File: src/rtl/clkmode_pkg.sv
package clkmode_pkg;
  localparam logic [1:0] ADDR_CTL  = 2'd0;
  localparam logic [1:0] ADDR_SYS  = 2'd1;
  localparam logic [1:0] ADDR_STAT = 2'd2;

  typedef enum logic {SW_STEADY = 1'b0, SW_GAP = 1'b1} sw_state_e;

  typedef struct packed {
    logic [2:0] ratio;
    logic       corr;
  } prediv_t;
endpackage

File: src/rtl/clkmode_prediv.sv
module clkmode_prediv
  import clkmode_pkg::*;
(
  input  logic       xtal358,
  input  logic [1:0] in_sel,
  output prediv_t    res
);
  always_comb begin
    res = '{ratio: 3'd1, corr: 1'b0};
    unique case ({xtal358, in_sel})
      3'b000: res.ratio = 3'd1;
      3'b100: res = '{ratio: 3'd1, corr: 1'b1};
      3'b001: res.ratio = 3'd2;
      3'b010: res.ratio = 3'd4;
      default: res.ratio = 3'd1;
    endcase
  end
endmodule

File: src/rtl/clkmode_regs.sv
module clkmode_regs
  import clkmode_pkg::*;
#(
  parameter int WW     = 4,
  parameter int USEL_W = 2
) (
  input  logic              clk,
  input  logic              rst_n,
  input  logic              wr_en,
  input  logic [1:0]        wr_addr,
  input  logic [WW-1:0]     wr_data,
  input  logic              pll_lock,
  input  logic              settled_emg,
  output logic              leave_q,
  output logic              xtal_q,
  output logic [USEL_W-1:0] usel_q,
  output logic              pll_en_q,
  output logic [1:0]        in_sel_q,
  output logic              err_q
);
  logic off_pend_q;
  logic set_blocked;

  assign set_blocked = !pll_en_q || !pll_lock || off_pend_q;

  always_ff @(posedge clk or negedge rst_n) begin
    if (!rst_n) begin
      leave_q    <= 1'b0;
      xtal_q     <= 1'b0;
      usel_q     <= '0;
      pll_en_q   <= 1'b0;
      in_sel_q   <= 2'b00;
      err_q      <= 1'b0;
      off_pend_q <= 1'b0;
    end else begin
      if (off_pend_q && settled_emg) begin
        pll_en_q   <= 1'b0;
        off_pend_q <= 1'b0;
      end
      if (wr_en && wr_addr == ADDR_CTL) begin
        xtal_q <= wr_data[1];
        usel_q <= wr_data[2 +: USEL_W];
        if (wr_data[0] && !leave_q && set_blocked) begin
          err_q <= 1'b1;
        end else begin
          leave_q <= wr_data[0];
        end
      end else if (wr_en && wr_addr == ADDR_SYS) begin
        in_sel_q <= wr_data[2:1];
        if (wr_data[0]) begin
          pll_en_q   <= 1'b1;
          off_pend_q <= 1'b0;
        end else if (leave_q || !settled_emg) begin
          leave_q    <= 1'b0;
          off_pend_q <= pll_en_q;
        end else begin
          pll_en_q <= 1'b0;
        end
      end
    end
  end
endmodule

File: src/rtl/clkmode_switch.sv
module clkmode_switch
  import clkmode_pkg::*;
#(
  parameter int NSRC  = 5,
  parameter int SRC_W = 3
) (
  input  logic             clk,
  input  logic             rst_n,
  input  logic [SRC_W-1:0] target,
  output logic [NSRC-1:0]  clk_en,
  output logic [SRC_W-1:0] cur_src,
  output logic             in_gap,
  output logic             settled_emg
);
  sw_state_e state_q;

  always_ff @(posedge clk or negedge rst_n) begin
    if (!rst_n) begin
      state_q <= SW_STEADY;
      cur_src <= '0;
    end else begin
      unique case (state_q)
        SW_STEADY: if (target != cur_src) state_q <= SW_GAP;
        SW_GAP: begin
          cur_src <= target;
          state_q <= SW_STEADY;
        end
        default: state_q <= SW_STEADY;
      endcase
    end
  end

  assign in_gap      = (state_q == SW_GAP);
  assign settled_emg = !in_gap && (cur_src == '0);

  for (genvar i = 0; i < NSRC; i++) begin : g_en
    assign clk_en[i] = !in_gap && (cur_src == SRC_W'(i));
  end
endmodule

File: src/rtl/clkmode_ctrl.sv
module clkmode_ctrl
  import clkmode_pkg::*;
#(
  parameter int WW          = 4,
  parameter int RW          = 5,
  parameter int NUM_PLL_CLK = 4
) (
  input  logic                 clk,
  input  logic                 rst_n,
  input  logic                 wr_en,
  input  logic [1:0]           wr_addr,
  input  logic [WW-1:0]        wr_data,
  input  logic [1:0]           rd_addr,
  output logic [RW-1:0]        rd_data,
  input  logic                 pll_lock,
  output logic                 pll_en_o,
  output logic [2:0]           prediv_ratio,
  output logic                 freq_corr,
  output logic                 iom_master_only,
  output logic [NUM_PLL_CLK:0] clk_en
);
  localparam int NSRC   = NUM_PLL_CLK + 1;
  localparam int SRC_W  = $clog2(NSRC);
  localparam int USEL_W = $clog2(NUM_PLL_CLK);

  logic              leave_q;
  logic              xtal_q;
  logic [USEL_W-1:0] usel_q;
  logic [1:0]        in_sel_q;
  logic              err_q;
  logic              settled_emg;
  logic              in_gap;
  logic [SRC_W-1:0]  cur_src;
  logic [SRC_W-1:0]  target;
  prediv_t           pdv;

  clkmode_regs #(.WW(WW), .USEL_W(USEL_W)) u_regs (
    .clk, .rst_n, .wr_en, .wr_addr, .wr_data, .pll_lock, .settled_emg,
    .leave_q, .xtal_q, .usel_q, .pll_en_q(pll_en_o), .in_sel_q, .err_q
  );

  clkmode_prediv u_prediv (.xtal358(xtal_q), .in_sel(in_sel_q), .res(pdv));

  assign target = leave_q ? SRC_W'(usel_q) + SRC_W'(1) : '0;

  clkmode_switch #(.NSRC(NSRC), .SRC_W(SRC_W)) u_switch (
    .clk, .rst_n, .target, .clk_en, .cur_src, .in_gap, .settled_emg
  );

  assign prediv_ratio    = pdv.ratio;
  assign freq_corr       = pdv.corr;
  assign iom_master_only = pdv.corr;

  always_comb begin
    rd_data = '0;
    unique case (rd_addr)
      ADDR_CTL:  rd_data = RW'({usel_q, xtal_q, leave_q});
      ADDR_SYS:  rd_data = RW'({in_sel_q, pll_en_o});
      ADDR_STAT: rd_data = RW'({err_q, in_gap, cur_src});
      default:   rd_data = '0;
    endcase
  end
endmodule

File: config.mk
export PLATFORM = sky130hd
export DESIGN_NAME = clkmode_ctrl
export DESIGN_NICKNAME = d
export VERILOG_FILES = /design/src/rtl/clkmode_pkg.sv /design/src/rtl/clkmode_prediv.sv /design/src/rtl/clkmode_regs.sv /design/src/rtl/clkmode_switch.sv /design/src/rtl/clkmode_ctrl.sv
export SDC_FILE = /design/constraint.sdc
export NUM_CORES = 1
export LEC_CHECK = 0
export BUFFER_PORTS_ARGS = -buffer_cell sky130_fd_sc_hd__buf_2
export CAP_MARGIN = 30
export CORE_MARGIN = 1
export CORE_UTILIZATION = 43
export DETAILED_ROUTE_END_ITERATION = 12
export HOLD_SLACK_MARGIN = 0.08
export PLACE_DENSITY = 0.75
export SLEW_MARGIN = 20
export SYNTH_ARGS = -nofsm -noshare
export SYNTH_HDL_FRONTEND = slang
export SYNTH_SLANG_ARGS = --single-unit
export TNS_END_PERCENT = 5
File: constraint.sdc
create_clock -name clk -period 1.3 [get_ports clk]
set_input_delay 0 -clock clk [delete_from_list [all_inputs] [get_ports clk]]
set_output_delay 0 -clock clk [all_outputs]
set_load 0.1 [all_outputs]
==> results of run 1 <==
[path summary, 6_finish.rpt]
path	from	to	slack, ns	cells past startpoint
min in group asynchronous	rst_n	u_switch.in_gap	0.13	2
worst max-delay path	u_switch.cur_src[2]	clk_en[0]	-0.1	3
worst max register to register	u_regs.usel_q[1]	u_switch.in_gap	-0.09	5
max in group asynchronous	rst_n	u_switch.cur_src[1]	0.92	2
worst min-delay path	wr_addr[1]	u_regs.err_q	0.06	3
worst min register to register	u_regs.err_q	u_regs.err_q	0.47	2
[critical path, stage by stage (launching register included)]
cell and delay [ns]:
dfrtp_1 0.43, nor4_4 0.35, buf_4 0.18, buf_12 0.16
[power by group]
part           leakage (nW)  switching (mW)  internal (mW)
clock                0.0150           0.139          0.119
combinational         0.473            1.51           1.01
sequential            0.151           0.198          0.521
total                 0.639            1.85           1.65
[cells by family after synthesis]
family                     count (synthesis)  share of synthesized area
AOI/OAI and AO/OA                         13                      0.103
xor gates and xnor gates                   2                     0.0218
adders and majority gates                  1                     0.0156
buffers and inverters                     10                     0.0733
DFF                                       13                      0.406
muxes                                     10                      0.134
and+or+nand+nor                           35                      0.247
[stage by stage]
| stage | hold WS, ns | TNS (ns) | cells | utilization |
|---|---|---|---|---|
| floorplan | -0.296 | -2.31 | 84 | - |
| global route | 0.0874 | -1.04 | 153 | 0.862 |
| detailed placement | -0.0979 | -0.261 | 139 | 0.761 |
| finish | 0.0574 | -0.409 | 153 | 0.862 |
| CTS | 0.0602 | -0.493 | 153 | 0.846 |
| global placement | -0.0963 | -0.0586 | 139 | 0.761 |
[timing repair]
item,in CTS,in global routing
resized for setup,7,5
endpoints found under the setup margin,11,16
hold buffers,7,0
setup buffers,3,0
pin swaps,4,7
hold endpoints to repair,22,0
[layer usage]
layer,up-vias,track usage
met5,-,0
met4,0,0.176
met3,11,0.0560
met2,26,0.484
met1,410,0.276
li1,381,-
[layout by cell type (no fill, tap or decap), types with 3 or more instances in the layout]
master,netlist,routed
buf_12,0,15
buf_2,2,12
buf_4,3,11
clkbuf_4,0,3
dfrtp_1,13,7
dfrtp_2,0,6
dlygate4sd3_1,0,7
inv_1,3,3
mux2_2,6,6
mux2i_1,4,4
nand2_1,7,6
nor2_1,8,5
nor2b_1,3,3
nor3b_4,0,3
o21ai_2,1,3
[layout make-up]
type / count / share of cell area
multi-input combinational: 61 / 0.377
timing repair buffer: 47 / 0.356
sequential: 13 / 0.221
tap: 25 / 0.0208
clock buffer: 4 / 0.0175
inverter: 3 / 0.00749
[state kept, by name, indices dropped and copies added (netlist names)]
signal	flops
u_regs.err_q	1
u_regs.leave_q	1
u_regs.xtal_q	1
u_regs.pll_en_q	1
u_switch.cur_src	3
u_regs.in_sel_q	2
u_switch.in_gap	1
u_regs.usel_q	2
u_regs.off_pend_q	1
==> metrics.csv, run 1 <==
metric,value,unit
status,"complete, but fails checks",
failing checks,setup timing,
pre-CTS setup slack,-0.261,ns
Pwr Total,3.49,mW
fin crit share,1.08,
WL met2,1350,µm
site row count,15,
syn nets,97,
design area,1500,µm²
M1 WL,939,µm
f_max,0.715,GHz
largest net degree at the start of global routing,14,
Worst setup EP type,primary output,
Core Box Area,1750,µm²
nets,142,
CTS buffer count,3,
endpoints failing setup,11,
PortBufs,27,
class of the tightest hold or removal check,input port to flop,
Critical Path AT,1.40,ns
"count leader, synth",dfrtp_1,
H-tree depth,1,
number of antenna violations at the first check in global routing,0,
Rel. slew slack,0.679,
Root Buffer,clkbuf_4,
Fillers,89,
kind of critical path,flop to primary output,
register bit count reported by yosys,13,
number of global-route vias before repair,800,
CTS tree,built,
die width,45.2,µm
ranking of synthesized cells by area,"dfrtp_1 41%, mux2_2 8.4%, mux2i_1 5.0%",
clk_skew,0.00383,ns
area of the multi-input gates,567,µm²
cells after synthesis,84,
TritonRoute pass-1 iters,4,
final WL,2480,µm
vias per cell,5.41,
P&R area growth vs syn,87.5,%
ant diodes,0,
Final Max Tran Viols,0,
Reg area,333,µm²
latest clock arrival within the worst-skew pair,0.28,ns
Initial DRC Count,13,
placed inst area,1330,µm²
Fin. Hold Viols,0,
initial core utilization,0.459,
cell area after synthesis,802,µm²
drt wl/cell,16.2,µm
most frequent cells after synthesis,"13 x dfrtp_1, 8 x nor2_1, 7 x nand2_1",
drc violations,0,
clock transition at the registers of the reported paths,0.08,ns
yosys warns,0,
Die Span Y,45.2,µm
Post-synth ARST share,1.00,
top cell type's share of synthesized area,0.406,
CTS max path bufs,2,
peak supply drop,0.00195,V
clk sinks,13,
die footprint,2040,µm²
CP Max Fanout,3,
Power per Cell Area,2320,nW/µm²
layout cell share with drive strength beyond 1,0.586,
min cycle time layout,1.40,ns
Slew @ Worst Pin,0.485,ns
Max Used Layer,met4,
critical path required time,1.30,ns
cell taking the most area after synthesis,dfrtp_1,
Main synth FF type,dfrtp_1,
DRT antenna net count,0,
total gr overflow,0,
routability cong.,0.740,
Post-synth EDFFs,0,
Top-Level Pins,28,
"Seq/Total Area, Yosys",0.406,
"Distinct cells, synth",30,
critical path launch point type,flop,
Syn Area/Cell,9.55,µm²
max_cap viols,0,
GRT Total Usage,0.268,
detailed-route via count,828,
met3 WL,86,µm
Final HPWL DP,1750,µm
RSZ-0062 raised after global routing,true,
first-pass GRT wire length,3730,µm
Setup WS post-layout,-0.0985,ns
Pleak,0.639,nW
No activity file was read; power rests on OpenSTA's default activity.
==> inputs of run 2 (changes only) <==
--- a/config.mk
+++ b/config.mk
@@ -7,11 +7,12 @@
 export LEC_CHECK = 0
 export BUFFER_PORTS_ARGS = -buffer_cell sky130_fd_sc_hd__buf_2
 export CAP_MARGIN = 30
+export CORE_ASPECT_RATIO = 1.2
 export CORE_MARGIN = 1
 export CORE_UTILIZATION = 43
 export DETAILED_ROUTE_END_ITERATION = 12
 export HOLD_SLACK_MARGIN = 0.08
-export PLACE_DENSITY = 0.75
+export PLACE_DENSITY = 0.82
 export SLEW_MARGIN = 20
 export SYNTH_ARGS = -nofsm -noshare
 export SYNTH_HDL_FRONTEND = slang
==> run 2 against run 1 <==
  * The flow still finishes with violations (setup timing)
  * Via count decreased by 5.0%
  * Combinational power decreased by 5%
  * Non-clock buffer count decreased by 2
  * Power decreased by 3.0%
  * Wire length decreased by 8.0%
  * Sequential power increased by 3.1%
==> metrics.csv, run 2 (same netlist as run 1, synthesis figures left out) <==
metric,value,unit
DRT antenna net count,0,
design area,1470,µm²
routability cong.,0.788,
Largest register FFs,3,
drc violations,0,
die footprint,2040,µm²
status,"complete, but fails checks",
Largest regs,"u_switch.cur_src x3, u_regs.in_sel_q x2, u_regs.usel_q x2",
placed inst area,1310,µm²
Setup WS post-layout,-0.0559,ns
endpoints failing setup,8,
total gr overflow,0,
vias per cell,5.47,
final WL,2280,µm
RSZ-0062 raised after global routing,true,
Inst Count DP,131,
Root Buffer,clkbuf_4,
ant diodes,0,
CTS buffer count,3,
CTS max path bufs,2,
layout cell share with drive strength beyond 1,0.587,
peak supply drop,0.00175,V
class of the tightest hold or removal check,input port to flop,
largest net degree at the start of global routing,14,
CP Max Fanout,4,
clk_skew,0.000576,ns
kind of critical path,flop to primary output,
clock transition at the registers of the reported paths,0.07,ns
f_max,0.738,GHz
critical path launch point type,flop,
clk sinks,13,
pre-CTS setup slack,-0.201,ns
Pleak,0.621,nW
PortBufs,27,
Initial DRC Count,10,
most frequent cells in the layout,"15 x buf_12, 12 x buf_2, 9 x buf_4",
site row count,16,
P&R area growth vs syn,82.8,%
Critical Path AT,1.36,ns
Slowest cell on crit path,dfrtp_2,
Worst setup EP type,primary output,
die width,41.4,µm
Power per Cell Area,2310,nW/µm²
Final HPWL DP,1560,µm
Core Box Area,1680,µm²
post-layout util,0.872,
Slew @ Worst Pin,0.490,ns
Worst path max stage delay,0.45,ns
first-pass GRT wire length,3800,µm
nets,140,
latest clock arrival within the worst-skew pair,0.28,ns
H-tree depth,1,
Fin. Hold Viols,0,
max_cap viols,0,
Die Span Y,49.3,µm
detailed-route via count,787,
GRT Total Usage,0.249,
Pwr Total,3.39,mW
number of antenna violations at the first check in global routing,0,
TritonRoute pass-1 iters,4,
FF-to-FF setup slack,-0.04,ns
number of global-route vias before repair,843,
CTS tree,built,
critical path required time,1.30,ns
crit-path cells,nor4_4 > buf_4 > buf_12,
"most common cell after layout, fill and taps aside",buf_12,
Rel. slew slack,0.676,
min cycle time layout,1.36,ns
drt wl/cell,15.8,µm
fin crit share,1.04,
final non-filler cell total,144,
failing checks,setup timing,
largest register by flop count,u_switch.cur_src,
Top-Level Pins,28,
initial core utilization,0.477,
Final Max Tran Viols,0,
## run 2: report_power, final
group	internal (mW)	total [mW]	switching (mW)	leakage, nW
clock network	0.119	0.249	0.130	0.0150
logic	0.947	2.40	1.45	0.458
registers	0.526	0.740	0.215	0.148
total	1.59	3.39	1.80	0.621
## run 2: stage by stage
stage / setup TNS, ns / hold WS [ns]
CTS: -0.270 / 0.0752
detailed placement: -0.201 / -0.0856
global route: -0.787 / 0.148
finish: -0.243 / 0.106
global placement: -0.0728 / -0.0987
floorplan: -2.31 / -0.296
## run 2: layout make-up
class	instances	area, µm²
multi-input combinational	61	551
timing repair buffer	45	520
sequential	13	335
fill	82	215
clock buffer	4	26.3
tap	18	22.5
inverter	3	11.3
## run 2: final timing paths
kind                                     start             endpoint  cells past startpoint
min reg2reg                       u_regs.err_q         u_regs.err_q                      2
min in group asynchronous                rst_n        u_regs.xtal_q                      2
max                        u_switch.cur_src[2]            clk_en[0]                      3
min                                 wr_addr[1]         u_regs.err_q                      3
max reg2reg                   u_regs.usel_q[0]      u_switch.in_gap                      4
max in group asynchronous                rst_n  u_switch.cur_src[2]                      2
## run 2: worst max-delay path, delay by kind of cell, from the launching register on
kind	cells	cell delay, ns
buffers and inverters	2	0.33
DFF	1	0.45
and+or+nand+nor	1	0.30
## run 2: timing repair
action                                  in CTS  in global routing
pin swaps                                    3                  2
gates resized for setup                     10                  2
endpoints found under the setup margin       9                 17
hold buffers                                 7                  0
hold endpoints to repair                    22                  0
buffers inserted                             2                  0
## run 2: per-layer routing
layer,share of wire,track usage,vias to the layer above
met4,0.020,0.0806,0
met1,0.38,0.276,374
met5,0,0,-
met3,0.029,0.0333,7
li1,-,-,376
met2,0.57,0.477,30
==> inputs of run 3 (changes only) <==
--- a/config.mk
+++ b/config.mk
@@ -9,10 +9,11 @@
 export CAP_MARGIN = 30
 export CORE_ASPECT_RATIO = 1.2
 export CORE_MARGIN = 1
-export CORE_UTILIZATION = 43
+export CORE_UTILIZATION = 45
+export CTS_BUF_LIST = sky130_fd_sc_hd__clkbuf_8
 export DETAILED_ROUTE_END_ITERATION = 12
 export HOLD_SLACK_MARGIN = 0.08
-export PLACE_DENSITY = 0.82
+export PLACE_DENSITY = 0.85
 export SLEW_MARGIN = 20
 export SYNTH_ARGS = -nofsm -noshare
 export SYNTH_HDL_FRONTEND = slang
==> run 3 against run 2 <==
  * The flow still finishes with violations (setup timing)
  * Wire length increased by 12%
  * Utilization rose by 2.4 points
  * Final area rose by 0.26%
  * First-iteration DRC count is 50% higher
  * Critical path depth grew 1
  * Setup slack worse by 0.059 ns
  * Final cell count down 0.69%
  * Clock skew rose by 0.0023 ns
  * Largest cell class unchanged
  * Highest routed layer unchanged
==> metrics.csv, run 3 (same netlist as run 1, synthesis figures left out) <==
metric,value,unit
vias per cell,5.71,
routability cong.,0.799,
NetSw,1.82,mW
peak supply drop,0.00163,V
kind of critical path,flop to flop,
Max Used Layer,met4,
CTS tree,built,
Sw Ratio,0.519,
critical path required time,1.41,ns
latest clock arrival within the worst-skew pair,0.24,ns
max_cap viols,0,
M1 WL,866,µm
failing checks,setup timing,
min cycle time layout,1.41,ns
met3 WL,83,µm
nets,139,
Gate power share,0.688,
Root Buffer,clkbuf_8,
TritonRoute pass-1 iters,5,
largest register by flop count,u_switch.cur_src,
Setup WS post-layout,-0.115,ns
largest net degree at the start of global routing,14,
Die Span Y,48.2,µm
initial core utilization,0.489,
Slew @ Worst Pin,0.485,ns
site row count,16,
FF-to-FF Start,u_regs.usel_q[0],
Final Max Tran Viols,0,
total gr overflow,0,
critical path launch point type,flop,
FF-to-FF setup slack,-0.11,ns
clock transition at the registers of the reported paths,0.06,ns
CTS buffer count,3,
design area,1470,µm²
sequential share of power,0.211,
Fin. Hold Viols,0,
f_max,0.707,GHz
Inst Count DP,130,
clk_skew,0.00289,ns
GRT Total Usage,0.320,
CTS max path bufs,2,
Final HPWL DP,1840,µm
drt wl/cell,17.8,µm
Worst setup EP type,flop,
Hold Path Sink,u_regs.leave_q,
Top-Level Pins,28,
DRT antenna net count,0,
Core Box Area,1640,µm²
Reg2Reg Capture Point,u_switch.in_gap,
final non-filler cell total,143,
post-layout util,0.896,
RSZ-0062 raised after global routing,true,
placed inst area,1310,µm²
first-pass GRT wire length,3970,µm
Critical Path AT,1.53,ns
Largest regs,"u_switch.cur_src x3, u_regs.in_sel_q x2, u_regs.usel_q x2",
class of the tightest hold or removal check,input port to flop,
Pint,1.68,mW
final WL,2550,µm
Power per Cell Area,2380,nW/µm²
fin crit share,1.09,
clk sinks,13,
WL met2,1480,µm
P&R area growth vs syn,83.3,%
endpoints failing setup,7,
r2r worst-path depth,4,
die footprint,1960,µm²
Pleak,0.623,nW
PortBufs,27,
number of global-route vias before repair,851,
Hold Crit Depth,4,
drc violations,0,
"most common cell after layout, fill and taps aside",buf_12,
Rel. slew slack,0.679,
CP Max Fanout,3,
status,"complete, but fails checks",
die width,40.5,µm
ant diodes,0,
layout cell share with drive strength beyond 1,0.600,
number of antenna violations at the first check in global routing,0,
Setup TNS Final,-0.365,ns
Initial DRC Count,15,
Largest register FFs,3,
most frequent cells in the layout,"15 x buf_12, 12 x buf_2, 10 x buf_4",
H-tree depth,1,
worst min-delay path startpoint,wr_en,
Clk pwr share,0.101,
detailed-route via count,816,
## run 3: power groups by stage
stage / logic [mW] / registers (mW) / clock network, mW
final: 2.41 / 0.739 / 0.352
after global placement: 2.17 / 0.712 / 0
after detailed placement: 2.24 / 0.723 / 0
after floorplan: 1.52 / 0.738 / 0
after global routing: 2.52 / 0.762 / 0.374
after CTS: 2.39 / 0.728 / 0.353
## run 3: worst max-delay path, stage by stage (launching register included)
cell and delay [ns]:
dfrtp_2 0.44, ha_4 0.26, o21a_1 0.19, o311ai_2 0.27, a21oi_1 0.12
## run 3: how the worst max path moves through the flow
stage	startpoint	endpoint	slack, ns	cells after the start
2_1_floorplan	u_regs.xtal_q	prediv_ratio[0]	-0.39	2
3_3_place_gp	u_regs.usel_q[0]	u_switch.in_gap	-0.07	4
3_5_place_dp	u_regs.usel_q[0]	u_switch.in_gap	-0.22	4
4_1_cts	u_regs.usel_q[0]	u_switch.in_gap	-0.09	4
5_1_grt	u_regs.usel_q[0]	u_switch.in_gap	-0.17	5
6_report	u_regs.usel_q[0]	u_switch.in_gap	-0.11	4
## run 3: stage by stage
step / power (mW) / worst slack (ns) / hold slack, ns
2_1_floorplan: 2.25 / -0.394 / -0.296
4_1_cts: 3.47 / -0.0883 / 0.114
5_1_grt: 3.66 / -0.167 / 0.143
3_5_place_dp: 2.96 / -0.219 / -0.0996
6_report: 3.50 / -0.115 / 0.114
3_3_place_gp: 2.89 / -0.0739 / -0.102
## run 3: per-layer routing
layer	GRT usage	vias up
li1	-	374
met1	0.327	390
met2	0.594	34
met3	0.0639	18
met4	0.173	0
met5	0	-
## run 3: layout make-up
| type | instances | area (µm²) |
|---|---|---|
| multi-input combinational | 61 | 549 |
| inverter | 3 | 11.3 |
| sequential | 13 | 335 |
| clock buffer | 3 | 41.3 |
| timing repair buffer | 44 | 507 |
| clock inverter | 1 | 3.75 |
| tap | 18 | 22.5 |
| fill | 71 | 171 |
## run 3: what timing repair did
item / CTS / global route
hold buffers: 6 / 0
endpoints found under the hold margin: 21 / 0
setup endpoints to repair: 10 / 12
resized for setup: 9 / 3
setup buffers: 3 / 0
pin swaps: 2 / 2
